### src/rtl/xret_pkg.sv
package xret_pkg;

    localparam int unsigned INSTR_W = 32;

    // Encoding fields of the return operation, high to low.
    localparam logic [5:0] ENC_MAJOR = 6'b000000;
    localparam logic [9:0] ENC_ZERO  = 10'b0000000000;
    localparam logic [9:0] ENC_MINOR = 10'b1111001101;
    localparam logic [5:0] ENC_POOL  = 6'b111100;

    typedef enum logic [1:0] {
        S_IDLE   = 2'd0,
        S_RETIRE = 2'd1,
        S_FAULT  = 2'd2
    } xret_state_e;

endpackage

### src/rtl/xret_decoder.sv
module xret_decoder
    import xret_pkg::*;
(
    input  logic [INSTR_W-1:0] instr_i,
    input  logic               valid_i,
    output logic               hit_o
);
    logic major_ok, zero_ok, minor_ok, pool_ok;

    always_comb begin
        major_ok = (instr_i[31:26] == ENC_MAJOR);
        zero_ok  = (instr_i[25:16] == ENC_ZERO);
        minor_ok = (instr_i[15:6]  == ENC_MINOR);
        pool_ok  = (instr_i[5:0]   == ENC_POOL);
        hit_o    = valid_i && major_ok && zero_ok && minor_ok && pool_ok;
    end
endmodule

### src/rtl/xret_privcheck.sv
module xret_privcheck (
    input  logic hit_i,
    input  logic user_mode_i,
    input  logic cop0_en_i,
    input  logic err_lvl_i,
    input  logic exc_lvl_i,
    output logic permit_o,
    output logic fault_o
);
    logic in_user;
    logic allowed;

    always_comb begin
        // Either level bit forces kernel privilege.
        in_user  = user_mode_i && !err_lvl_i && !exc_lvl_i;
        allowed  = !in_user || cop0_en_i;
        permit_o = hit_i && allowed;
        fault_o  = hit_i && !allowed;
    end
endmodule

### src/rtl/xret_resolver.sv
module xret_resolver #(
    parameter int unsigned AW       = 32,
    parameter int unsigned SRS_W    = 4,
    parameter int unsigned REV_W    = 3,
    parameter int unsigned ISACFG_W = 2,
    parameter int unsigned MIN_REV  = 2
) (
    input  logic [AW-1:0]       exc_addr_i,
    input  logic [AW-1:0]       err_addr_i,
    input  logic                err_lvl_i,
    input  logic                exc_lvl_i,
    input  logic                boot_vec_i,
    input  logic [SRS_W-1:0]    top_i,
    input  logic [SRS_W-1:0]    cur_i,
    input  logic [SRS_W-1:0]    prev_i,
    input  logic [REV_W-1:0]    rev_i,
    input  logic                cisa_i,
    input  logic [ISACFG_W-1:0] isacfg_i,
    output logic [AW-1:0]       pc_o,
    output logic                isa_o,
    output logic                err_nx_o,
    output logic                exc_nx_o,
    output logic [SRS_W-1:0]    css_nx_o
);
    localparam logic [REV_W-1:0] REV_FLOOR = REV_W'(MIN_REV);

    logic [AW-1:0] ret_addr;
    logic          rev_ok, restore, dual;

    always_comb begin
        // Error level wins over exception level.
        ret_addr = err_lvl_i ? err_addr_i : exc_addr_i;
        err_nx_o = 1'b0;
        exc_nx_o = err_lvl_i ? exc_lvl_i : 1'b0;

        rev_ok   = (rev_i >= REV_FLOOR);
        restore  = !err_lvl_i && rev_ok && (top_i != '0) && !boot_vec_i;
        css_nx_o = restore ? prev_i : cur_i;

        dual = cisa_i || (isacfg_i != '0);
        if (dual) begin
            pc_o  = {ret_addr[AW-1:1], 1'b0};
            isa_o = ret_addr[0];
        end else begin
            pc_o  = ret_addr;
            isa_o = 1'b0;
        end
    end
endmodule

### src/rtl/xret_ctrl.sv
module xret_ctrl
    import xret_pkg::*;
#(
    parameter int unsigned AW       = 32,
    parameter int unsigned SRS_W    = 4,
    parameter int unsigned REV_W    = 3,
    parameter int unsigned ISACFG_W = 2,
    parameter int unsigned MIN_REV  = 2
) (
    input  logic                clk,
    input  logic                rst,
    input  logic [INSTR_W-1:0]  instr_i,
    input  logic                instr_vld_i,
    input  logic [AW-1:0]       exc_ret_addr_i,
    input  logic [AW-1:0]       err_ret_addr_i,
    input  logic                err_lvl_i,
    input  logic                exc_lvl_i,
    input  logic                boot_vec_i,
    input  logic                user_mode_i,
    input  logic                cop0_en_i,
    input  logic [SRS_W-1:0]    shadow_top_i,
    input  logic [SRS_W-1:0]    shadow_cur_i,
    input  logic [SRS_W-1:0]    shadow_prev_i,
    input  logic [REV_W-1:0]    arch_rev_i,
    input  logic                cisa_present_i,
    input  logic [ISACFG_W-1:0] isa_cfg_i,
    output logic                commit_o,
    output logic [AW-1:0]       redirect_pc_o,
    output logic                isa_mode_o,
    output logic                err_lvl_o,
    output logic                exc_lvl_o,
    output logic [SRS_W-1:0]    shadow_cur_o,
    output logic                ll_clear_o,
    output logic                flush_o,
    output logic                barrier_o,
    output logic                cop_unusable_o
);
    logic             hit, permit, fault;
    logic [AW-1:0]    nx_pc;
    logic             nx_isa, nx_err, nx_exc;
    logic [SRS_W-1:0] nx_css;
    xret_state_e      state_q, state_d;

    xret_decoder u_dec (
        .instr_i (instr_i),
        .valid_i (instr_vld_i),
        .hit_o   (hit)
    );

    xret_privcheck u_priv (
        .hit_i       (hit),
        .user_mode_i (user_mode_i),
        .cop0_en_i   (cop0_en_i),
        .err_lvl_i   (err_lvl_i),
        .exc_lvl_i   (exc_lvl_i),
        .permit_o    (permit),
        .fault_o     (fault)
    );

    xret_resolver #(
        .AW(AW), .SRS_W(SRS_W), .REV_W(REV_W),
        .ISACFG_W(ISACFG_W), .MIN_REV(MIN_REV)
    ) u_res (
        .exc_addr_i (exc_ret_addr_i),
        .err_addr_i (err_ret_addr_i),
        .err_lvl_i  (err_lvl_i),
        .exc_lvl_i  (exc_lvl_i),
        .boot_vec_i (boot_vec_i),
        .top_i      (shadow_top_i),
        .cur_i      (shadow_cur_i),
        .prev_i     (shadow_prev_i),
        .rev_i      (arch_rev_i),
        .cisa_i     (cisa_present_i),
        .isacfg_i   (isa_cfg_i),
        .pc_o       (nx_pc),
        .isa_o      (nx_isa),
        .err_nx_o   (nx_err),
        .exc_nx_o   (nx_exc),
        .css_nx_o   (nx_css)
    );

    // Next state: every state leaves on the same conditions.
    always_comb begin
        state_d = S_IDLE;
        if (permit)     state_d = S_RETIRE;
        else if (fault) state_d = S_FAULT;
    end

    // State register.
    always_ff @(posedge clk) begin
        if (rst) state_q <= S_IDLE;
        else     state_q <= state_d;
    end

    // Held results, loaded only when a return commits.
    always_ff @(posedge clk) begin
        if (rst) begin
            redirect_pc_o <= '0;
            isa_mode_o    <= 1'b0;
            err_lvl_o     <= 1'b0;
            exc_lvl_o     <= 1'b0;
            shadow_cur_o  <= '0;
        end else if (state_d == S_RETIRE) begin
            redirect_pc_o <= nx_pc;
            isa_mode_o    <= nx_isa;
            err_lvl_o     <= nx_err;
            exc_lvl_o     <= nx_exc;
            shadow_cur_o  <= nx_css;
        end
    end

    // Pulse outputs decoded from the state.
    always_comb begin
        commit_o       = 1'b0;
        ll_clear_o     = 1'b0;
        flush_o        = 1'b0;
        barrier_o      = 1'b0;
        cop_unusable_o = 1'b0;
        unique case (state_q)
            S_IDLE: ;
            S_RETIRE: begin
                commit_o   = 1'b1;
                ll_clear_o = 1'b1;
                flush_o    = 1'b1;
                barrier_o  = 1'b1;
            end
            S_FAULT: cop_unusable_o = 1'b1;
            default: ;
        endcase
    end

    // A flush only follows a valid matching word.
    assert_flush_after_hit_R8: assert property (@(posedge clk) disable iff (rst)
        flush_o |-> ($past(hit) && $past(instr_vld_i)));

    // A word that did not match leaves the redirect PC where it was.
    assert_hold_on_miss_R1: assert property (@(posedge clk) disable iff (rst)
        !$past(hit) |-> $stable(redirect_pc_o) && $stable(shadow_cur_o));

    // The error path keeps the current shadow set and clears the error level.
    assert_err_path_css_R5: assert property (@(posedge clk) disable iff (rst)
        (commit_o && $past(err_lvl_i)) |->
            (shadow_cur_o == $past(shadow_cur_i)) && !err_lvl_o);

    // The exception path returns through the exception address.
    assert_exc_path_R3: assert property (@(posedge clk) disable iff (rst)
        (commit_o && !$past(err_lvl_i)) |->
            (redirect_pc_o[AW-1:1] == $past(exc_ret_addr_i[AW-1:1])) && !exc_lvl_o);

    // A fault never commits and never changes held state.
    assert_fault_quiet_R9: assert property (@(posedge clk) disable iff (rst)
        cop_unusable_o |-> !flush_o && !commit_o && $stable(redirect_pc_o));

    assert_pulses_exclusive_R9: assert property (@(posedge clk) disable iff (rst)
        $onehot0({flush_o, cop_unusable_o}));

    // In dual-ISA mode the fetch PC is always even.
    assert_even_pc_R6: assert property (@(posedge clk) disable iff (rst)
        (commit_o && ($past(cisa_present_i) || ($past(isa_cfg_i) != '0)))
            |-> !redirect_pc_o[0]);

endmodule

### config.mk
export PLATFORM = sky130hd
export DESIGN_NAME = xret_ctrl
export DESIGN_NICKNAME = d
export VERILOG_FILES = /design/src/rtl/xret_pkg.sv /design/src/rtl/xret_decoder.sv /design/src/rtl/xret_privcheck.sv /design/src/rtl/xret_resolver.sv /design/src/rtl/xret_ctrl.sv
export SDC_FILE = /design/constraint.sdc
export NUM_CORES = 1
export LEC_CHECK = 0
export ABC_AREA = 1
export ABC_CLOCK_PERIOD_IN_PS = 2600
export CORE_UTILIZATION = 38
export DETAILED_ROUTE_END_ITERATION = 10
export PLACE_DENSITY = 0.87
export SLEW_MARGIN = 20
export SYNTH_ARGS = -nofsm -noshare
export SYNTH_HDL_FRONTEND = slang
export SYNTH_SLANG_ARGS = --single-unit
### constraint.sdc
create_clock -name clk -period 2.6 [get_ports clk]
set_clock_uncertainty 0.2 [all_clocks]
set_input_delay 0.39 -clock clk [delete_from_list [all_inputs] [get_ports clk]]
set_output_delay 0.39 -clock clk [all_outputs]
set_load 0.1 [all_outputs]
Yosys cells after proc, flatten, opt, wreduce, memory -nomap -nowiden
Cells that the tools add are included.
- order comparisons: 1
- muxes and demuxes: 9
- equality and inequality tests: 5
- reductions and logical operators: 22
- operators by type and width (kind ; number):
    two-way mux 32 bit ; 1
    logical AND 1 bit ; 11
    equality test 10 bit (second input constant) ; 1
    zero test 10 bit ; 1
    equality test 6 bit (second input constant) ; 1
    zero test 6 bit ; 1
    zero test 1 bit ; 5
    two-way mux 1 bit ; 5
    equality test 2 x 1 -> 1 bit (second input constant) ; 2
    two-way mux 2 bit ; 2
    two-way mux 4 bit ; 1
    nonzero test 4 bit ; 1
    greater-or-equal comparator 3 x 2 -> 1 bit (second input constant) ; 1
    equality test 2 bit (second input constant) ; 1
    logical OR 1 bit ; 2
    nonzero test 2 bit ; 1
- input bits: 122
- output and inout port bits: 44
- register bits after elaboration: 40

Logic depth before layout (Yosys ltp)
Gate-level depths: netlist of run 1.
- word-level depth: 10
- depth in mapped cells: 11

By module
A second synthesis of run 1 with hierarchy kept.
- cells, all modules: 434
- area, all modules: 2428.6 µm²
- modules (own cells, without submodules) (module ; area an instance (µm²) ; cells an instance ; seq. area each (µm²) ; instances):
    xret_ctrl ; 1697.9 ; 261 ; 820.8 ; 1
    xret_resolver ; 559.3 ; 134 ; 0.0 ; 1
    xret_decoder ; 138.9 ; 32 ; 0.0 ; 1
    xret_privcheck ; 32.5 ; 7 ; 0.0 ; 1

Worst setup path before layout of run 1
No wires, ideal clock.
- path kind: reg2out
- from: reg state_q[0]
- to: out commit_o
- cell stages (with the launch flop): 4
- arrival: 2.190 ns
- buffers on the path: 1
- slack: -0.180 ns
- cell sequence: dfxtp_1 -> inv_1 -> nor2_1 -> buf_4
- cells in the longest elaborated chain, start to end: 2
- RTL lines (element ; line ; source):
    start: declaration ; xret_ctrl.sv:42 ; xret_state_e state_q, state_d;
    start signal: assignment ; xret_ctrl.sv:92 ; else state_q <= state_d;
    equality test 2 x 1 -> 1 bit ; n/a ;
    two-way mux 1 bit ; n/a ;
    end: declaration ; xret_ctrl.sv:27 ; output logic commit_o,
No other way between the ends.

Worst setup path in the final report of run 1
- from: in instr_i[27]
- to: reg shadow_cur_o[0]
- cells in the longest elaborated chain, start to end: 9
- elaborated cells between the ends (all ways): 10
- classes of those cells: eq/ne (1); mux (2); reduce/logical (7)
- RTL lines (element ; line ; source):
    start: declaration ; xret_ctrl.sv:12 ; input logic [INSTR_W-1:0] instr_i,
    zero test 6 bit * ; xret_decoder.sv:11 ; major_ok = (instr_i[31:26] == ENC_MAJOR);
    logical AND 1 bit * (4 in a row) ; xret_decoder.sv:15 ; hit_o = valid_i && major_ok && zero_ok && minor_ok && pool_ok;
    logical AND 1 bit ; xret_privcheck.sv:18 ; fault_o = hit_i && !allowed;
    two-way mux 2 bit ; xret_ctrl.sv:86 ; else if (fault) state_d = S_FAULT;
    two-way mux 2 bit * ; xret_ctrl.sv:85 ; if (permit) state_d = S_RETIRE;
    equality test 2 x 1 -> 1 bit * ; xret_ctrl.sv:103 ; end else if (state_d == S_RETIRE) begin
    end signal: assignment ; xret_ctrl.sv:108 ; shadow_cur_o <= nx_css;
    end: declaration ; xret_ctrl.sv:32 ; output logic [SRS_W-1:0] shadow_cur_o,
Mark *: on every way between the ends. The rest lies on a longest branch, timed or not.
A chain may end at the register's enable or synchronous reset.

==> results of run 1 <==
==> layer usage <==
layer,vias to the layer above,GRT usage,share of wire
met5,-,0,0
met4,0,0.0411,0.0070
met3,6,0.0578,0.075
met2,88,0.422,0.52
met1,1255,0.225,0.40
li1,1563,-,-
==> flip-flops by register name, summed over array words and instances, names as in the netlist <==
name and count:
isa_mode_o 1, redirect_pc_o 32, shadow_cur_o 4, exc_lvl_o 1, state_q 2
==> final cells by class <==
cell class / count / area [sq um]
Fill cell: 539 / 1950
Timing Repair Buffer: 169 / 1570
Multi-Input combinational cell: 318 / 1260
Sequential cell: 40 / 801
Inverter: 55 / 206
Tap cell: 75 / 93.8
Clock buffer: 5 / 68.8
Clock inverter: 3 / 42.5
==> power by group <==
group	internal, mW	total, mW	switching [mW]
clock	0.284	0.501	0.217
combinational	0.189	0.289	0.0997
sequential	0.612	0.612	0.0000000000923
==> cells by family (layout without fill, tap and decap cells) <==
family / Yosys count / in the layout / synth area share
buffers and inverters: 76 / 232 / 0.141
and+or+nand+nor: 310 / 310 / 0.507
AOI/OAI and AO/OA: 7 / 7 / 0.0167
DFF: 40 / 40 / 0.334
other: 1 / 1 / 0.00156
==> placed cells by master (no fill, tap or decap), drive strengths merged <==
cell type / count
nor3: 2
nand2: 192
bufinv: 1
clkinvlp: 1
nor3b: 1
o21ai: 4
a21oi: 1
clkdlybuf4s50: 120
o31ai: 1
clkbuf: 5
conb: 1
nand3b: 2
buf: 49
nor2: 102
inv: 55
o211ai: 1
nand3: 6
dfxtp: 40
or2: 1
clkinv: 1
nand4: 4
==> critical path: stages <==
cell and delay [ps]:
clkdlybuf4s50_1 400, or2_1 220, nor2_1 160, nand2_1 110, nor2_4 120, nand3_4 70
buf_4 260, nand2_1 100, nand2_1 50, nor2_1 120
==> worst paths after layout <==
path / startpoint / to / depth (start not counted)
worst max-delay path: instr_i[27] / shadow_cur_o[0]$_SDFFE_PP0N_ / 10
worst min-delay path: exc_lvl_o$_SDFFE_PP0N_ / exc_lvl_o$_SDFFE_PP0N_ / 2
worst max register to register: shadow_cur_o[0]$_SDFFE_PP0N_ / shadow_cur_o[0]$_SDFFE_PP0N_ / 4
worst min register to register: exc_lvl_o$_SDFFE_PP0N_ / exc_lvl_o$_SDFFE_PP0N_ / 2
==> out/results.ini, run 1 <==
[timing]
max_freq_ghz = 0.496
slew_viol_final = 0
tns_ps = 0
max_slew_margin = 0.569
worst_slack_ps = 586
fin_crit_ps = 2010
hold_slack_ps = 271
rsz0062_at_grt = false
hold_viol_final = 0
setup_viol = 0
fin_crit_sh = 0.775
worstMarginPinSlew_ps = 646

[critical_path]
rrSetupSlack_ps = 1730
crit_arrival_ps = 2030
critPathCaptureType = flop
crit_type = in2reg
worstPathMaxFanout = 42
cp-start-kind = input pin
worstPathRequired_ps = 2610

[synthesis]
synth_edf_count = 0
synthCells = 434
synth_flop_cell = dfxtp_1
synth_top_area_share = 0.334
ys_warn_count = 0
synth_cell_types = 23
syn_area_per_cell_sq_um = 5.53
syn_area_sq_mm = 0.00240
synth_seq_cells = 40
synth.most_common_cell = nand2_1
synth_area_leader_cell = dfxtp_1
syn_nets = 556
yosysSeqAreaShare = 0.334
synth_common_cells = nand2_1, nor2_1, inv_1, dfxtp_1, buf_2
synth.area.top_cells = dfxtp_1, nand2_1, nor2_1
async_reset_ff_frac = 0

[placement]
io_buffers = 163
dp_cells = 657
dp_hpwl_microns = 5490
dpl_cell_area_sq_mm = 0.00393
gp_congestion = 0.828
dp_slack_ps = 302

[pwr]
p_leak_nw = 2.13
vdd_drop_max_v = 0.000253
power.density_mw_per_mm2 = 346
power_mw = 1.40

[clock_network]
hold_buffers = 0
worstSkewPairLatency_ps = 290
ctsResizeCount = 0
cts_sinks = 40
postCtsSetupBuffers = 0
cts_made_buffers = 5
root_buffer = clkbuf_8
cts_max_path_buffers = 2
cts-htree-levels = 2
cts_tree = done
clk_pin_slew_ps = 80

[floorplanning]
initial_core_util = 0.401
rows = 28
die-area_sq_mm = 0.00664
die_y_microns = 81.5
core_area_sq_mm = 0.00599
die_w_microns = 81.5
design.portCount = 166

[global_route]
track_usage = 0.215
grt_pass1_vias = 2767
antenna_found_initial = 0
grt_max_degree = 43
overflow = 0
grt_pass1_wl_microns = 11300

[cells_and_area]
area_growth_pct = 68.5
fin_area_sq_mm = 0.00405
nNetsFinal = 711
stdcell_count = 665
drive_gt1_frac = 0.105
diodes = 0
fin_util = 0.675

[outcome]
status = completed

[routing]
routed_wirelength_microns = 6960
routed_via_density = 4.38
drt_pass1_iterations = 4
wl_per_cell_microns = 10.5
num_vias = 2912
drt_iter0_markers = 80
ant_nets = 0
drc = 0

[worst_hold_path]
hold_class = reg2reg

[run]
max-cap-violations = 0

(Power assumes the default switching activity.)
==> run 2: changes to the inputs <==
ABC_CLOCK_PERIOD_IN_PS = 1600   (was 2600)
CORE_UTILIZATION = 32   (was 38)
PLACE_DENSITY = 0.78   (was 0.87)
clock period = 1.6 ns   (was 2.6 ns; I/O delays follow)
==> run 2 against run 1 <==
First-iteration DRC count fell by 7.5%. Sequential power is 62% higher. Hold slack got worse by 19 ps. Clock power is 64% higher. Critical path depth did not move. Die area grew 18%. Global-route usage about the same. Power increased by 63%. Register-to-register slack worse by 1200 ps. Routed wire length rose by 25%. Critical endpoint is now redirect_pc_o[30]$_SDFFE_PP0N_. Largest cell class unchanged.
==> out/results.ini, run 2 (synthesis gave the netlist of run 1 again) <==
[critical_path]
cp_common_cell = nor2_1  ; was nand2_1
worstPathMaxFanout = 7  ; was 42
critPathCaptureType = flop  ; unchanged
crit_arrival_ps = 1550  ; was 2030 ps
critPathTopFamily = simple AND/OR/NAND/NOR gates  ; unchanged
crit_type = in2reg  ; unchanged
critPathSlowestCell = clkdlybuf4s15_1  ; was clkdlybuf4s50_1
cp_cell_sequence = clkdlybuf4s15_1, nand2_1, nor2_1, nand3_2, nor2_4, nand3_4, buf_12, clkbuf_16, nor2_1, nor2_1  ; was clkdlybuf4s50_1, or2_1, nor2_1, nand2_1, nor2_4, nand3_4, buf_4, nand2_1, nand2_1, nor2_1
cp-start-kind = input pin  ; unchanged
cp_slowest_stage_delay_ps = 200  ; was 400 ps
critPathBufInv = 3  ; was 2
worstPathRequired_ps = 1590  ; was 2610 ps

[run]
max-cap-violations = 0  ; unchanged

[global_route]
antenna_found_initial = 0  ; unchanged
grt_pass1_vias = 2920  ; was 2767
overflow = 0  ; unchanged
track_usage = 0.215  ; about the same
grt_max_degree = 38  ; was 43
grt_pass1_wl_microns = 12800  ; was 11300 microns

[floorplanning]
die_w_microns = 88.6  ; was 81.5 microns
die_y_microns = 88.6  ; was 81.5 microns
die-area_sq_mm = 0.00785  ; was 0.00664 sq mm
design.portCount = 166  ; unchanged
core_area_sq_mm = 0.00725  ; was 0.00599 sq mm
initial_core_util = 0.331  ; was 0.401
rows = 31  ; was 28

[routing]
wl_per_cell_microns = 12.1  ; was 10.5 microns
num_vias = 3105  ; was 2912
routed_wirelength_microns = 8670  ; was 6960 microns
drc = 0  ; unchanged
drt_pass1_iterations = 4  ; unchanged
drt_iter0_markers = 74  ; was 80
routed_via_density = 4.34  ; was 4.38
ant_nets = 0  ; unchanged

[timing]
max_slew_margin = 0.578  ; was 0.569
rsz0062_at_grt = true  ; was false
hold_slack_ps = 252  ; was 271 ps
max_freq_ghz = 0.640
fin_crit_ps = 1560
hold_viol_final = 0  ; unchanged
slew_viol_final = 0  ; unchanged
fin_crit_sh = 0.976
worstMarginPinSlew_ps = 633  ; was 646 ps
setup_viol = 0  ; unchanged

[cells_and_area]
nNetsFinal = 738  ; was 711
filler_cell_count = 623  ; was 539
reg.largest.list = redirect_pc_o: 32 flops, shadow_cur_o: 4 flops, state_q: 2 flops  ; unchanged
area_growth_pct = 109  ; was 68.5%
stdcell_count = 716  ; was 665
fin_area_sq_mm = 0.00502  ; was 0.00405 sq mm
max_flop_register = redirect_pc_o  ; unchanged
largest_reg_flops = 32  ; unchanged
layout_commonest_cell = nand2_1  ; unchanged
drive_gt1_frac = 0.211  ; was 0.105
most-common-layout-cells = nand2_1, nor2_1, clkdlybuf4s50_1  ; was nand2_1, clkdlybuf4s50_1, nor2_1
diodes = 0  ; unchanged

[placement]
io_buffers = 163  ; unchanged
dpl_cell_area_sq_mm = 0.00459  ; was 0.00393 sq mm
dp_cells = 687  ; was 657
dp_hpwl_microns = 6050  ; was 5490 microns
gp_congestion = 0.793  ; was 0.828

[clock_network]
root_buffer = clkbuf_8  ; unchanged
clk_pin_slew_ps = 80  ; about the same
worstSkewPairLatency_ps = 280  ; was 290 ps
cts-htree-levels = 2  ; unchanged
cts_tree = done  ; unchanged
hold_buffers = 0  ; unchanged
cts_made_buffers = 5  ; unchanged
cts_max_path_buffers = 2  ; unchanged
cts_sinks = 40  ; unchanged

[pwr]
vdd_drop_max_v = 0.000391  ; was 0.000253 V
p_leak_nw = 2.50  ; was 2.13 nW
power.density_mw_per_mm2 = 457  ; was 346 mW/mm^2

[outcome]
status = completed  ; unchanged

[worst_hold_path]
hold_class = in2reg  ; was reg2reg

-- run 2: changes by cell type in the layout (fill, tap and decap cells not counted), sizes merged, moves of 2 or more --
| cell | previous run | this run |
|---|---|---|
| buf | 49 | 74 |
| clkdlybuf4s15 | 0 | 7 |
| bufbuf | 0 | 2 |
| clkdlybuf4s50 | 120 | 85 |
| clkbuf | 5 | 20 |
| dlygate4sd2 | 0 | 13 |
-- run 2: final timing paths --
path         cells past startpoint                          start  slack, ps                              to
min reg2reg                      2         exc_lvl_o$_SDFFE_PP0N_        320          exc_lvl_o$_SDFFE_PP0N_
max reg2reg                      4  redirect_pc_o[1]$_SDFFE_PP0N_        570   redirect_pc_o[1]$_SDFFE_PP0N_
min                              8                    instr_i[18]        250           state_q[0]$_SDFF_PP0_
max                             10                    instr_i[14]         40  redirect_pc_o[30]$_SDFFE_PP0N_
-- run 2: cell type report --
| cell class | count | area, sq um | share of cell area |
|---|---|---|---|
| Timing Repair Buffer | 196 | 2420 | 0.483 |
| Multi-Input combinational cell | 318 | 1350 | 0.270 |
| Sequential cell | 40 | 802 | 0.160 |
| Inverter | 55 | 206 | 0.0412 |
| Tap cell | 99 | 124 | 0.0247 |
| Clock buffer | 6 | 72.6 | 0.0145 |
| Clock inverter | 2 | 35.0 | 0.00698 |
-- run 2: routing by layer --
metal	up-vias	part of all wire	global-route usage
li1	1625	-	-
met1	1353	0.38	0.218
met2	108	0.53	0.422
met3	19	0.065	0.0560
met4	0	0.022	0.0718
met5	-	0	0
-- run 2: worst min-delay path, cell delays in order --
cell,delay (ps)
clkbuf_2,90
nor2_1,40
nand2_1,50
nor2_1,50
nand2_1,80
nor2_2,60
nand3_4,60
nor2_1,40
-- run 2: through the flow --
step                TNS [ps]   util  power (mW)  setup WS, ps
floorplan               -208      -        1.16         -59.1
global placement      -13890  0.633        1.50          -413
detailed placement    -15780  0.633        1.50          -456
CTS                    -1540  0.672        2.31         -81.1
global route           -1500  0.692        2.40         -68.6
finish                     0  0.692        2.29          37.9
-- run 2: repair_timing --
action / in CTS / in global routing
gates resized for setup: 50 / 53
setup buffers: 7 / 8
cloned: 5 / 1
pin swaps: 8 / 14
setup endpoints to repair: 42 / 44
-- run 2: power breakdown --
part | leakage, nW | total [mW] | switching [mW] | internal, mW
Combinational | 2.13 | 0.477 | 0.181 | 0.296
Sequential | 0.322 | 0.994 | 0.000000000298 | 0.994
Clock | 0.0552 | 0.820 | 0.357 | 0.463
==> run 3: changes to the inputs <==
CTS_CLUSTER_DIAMETER = 30   (was unset)
==> results of run 3 <==
Same layout as run 2: the final DEF is identical, and so are final timing and power.
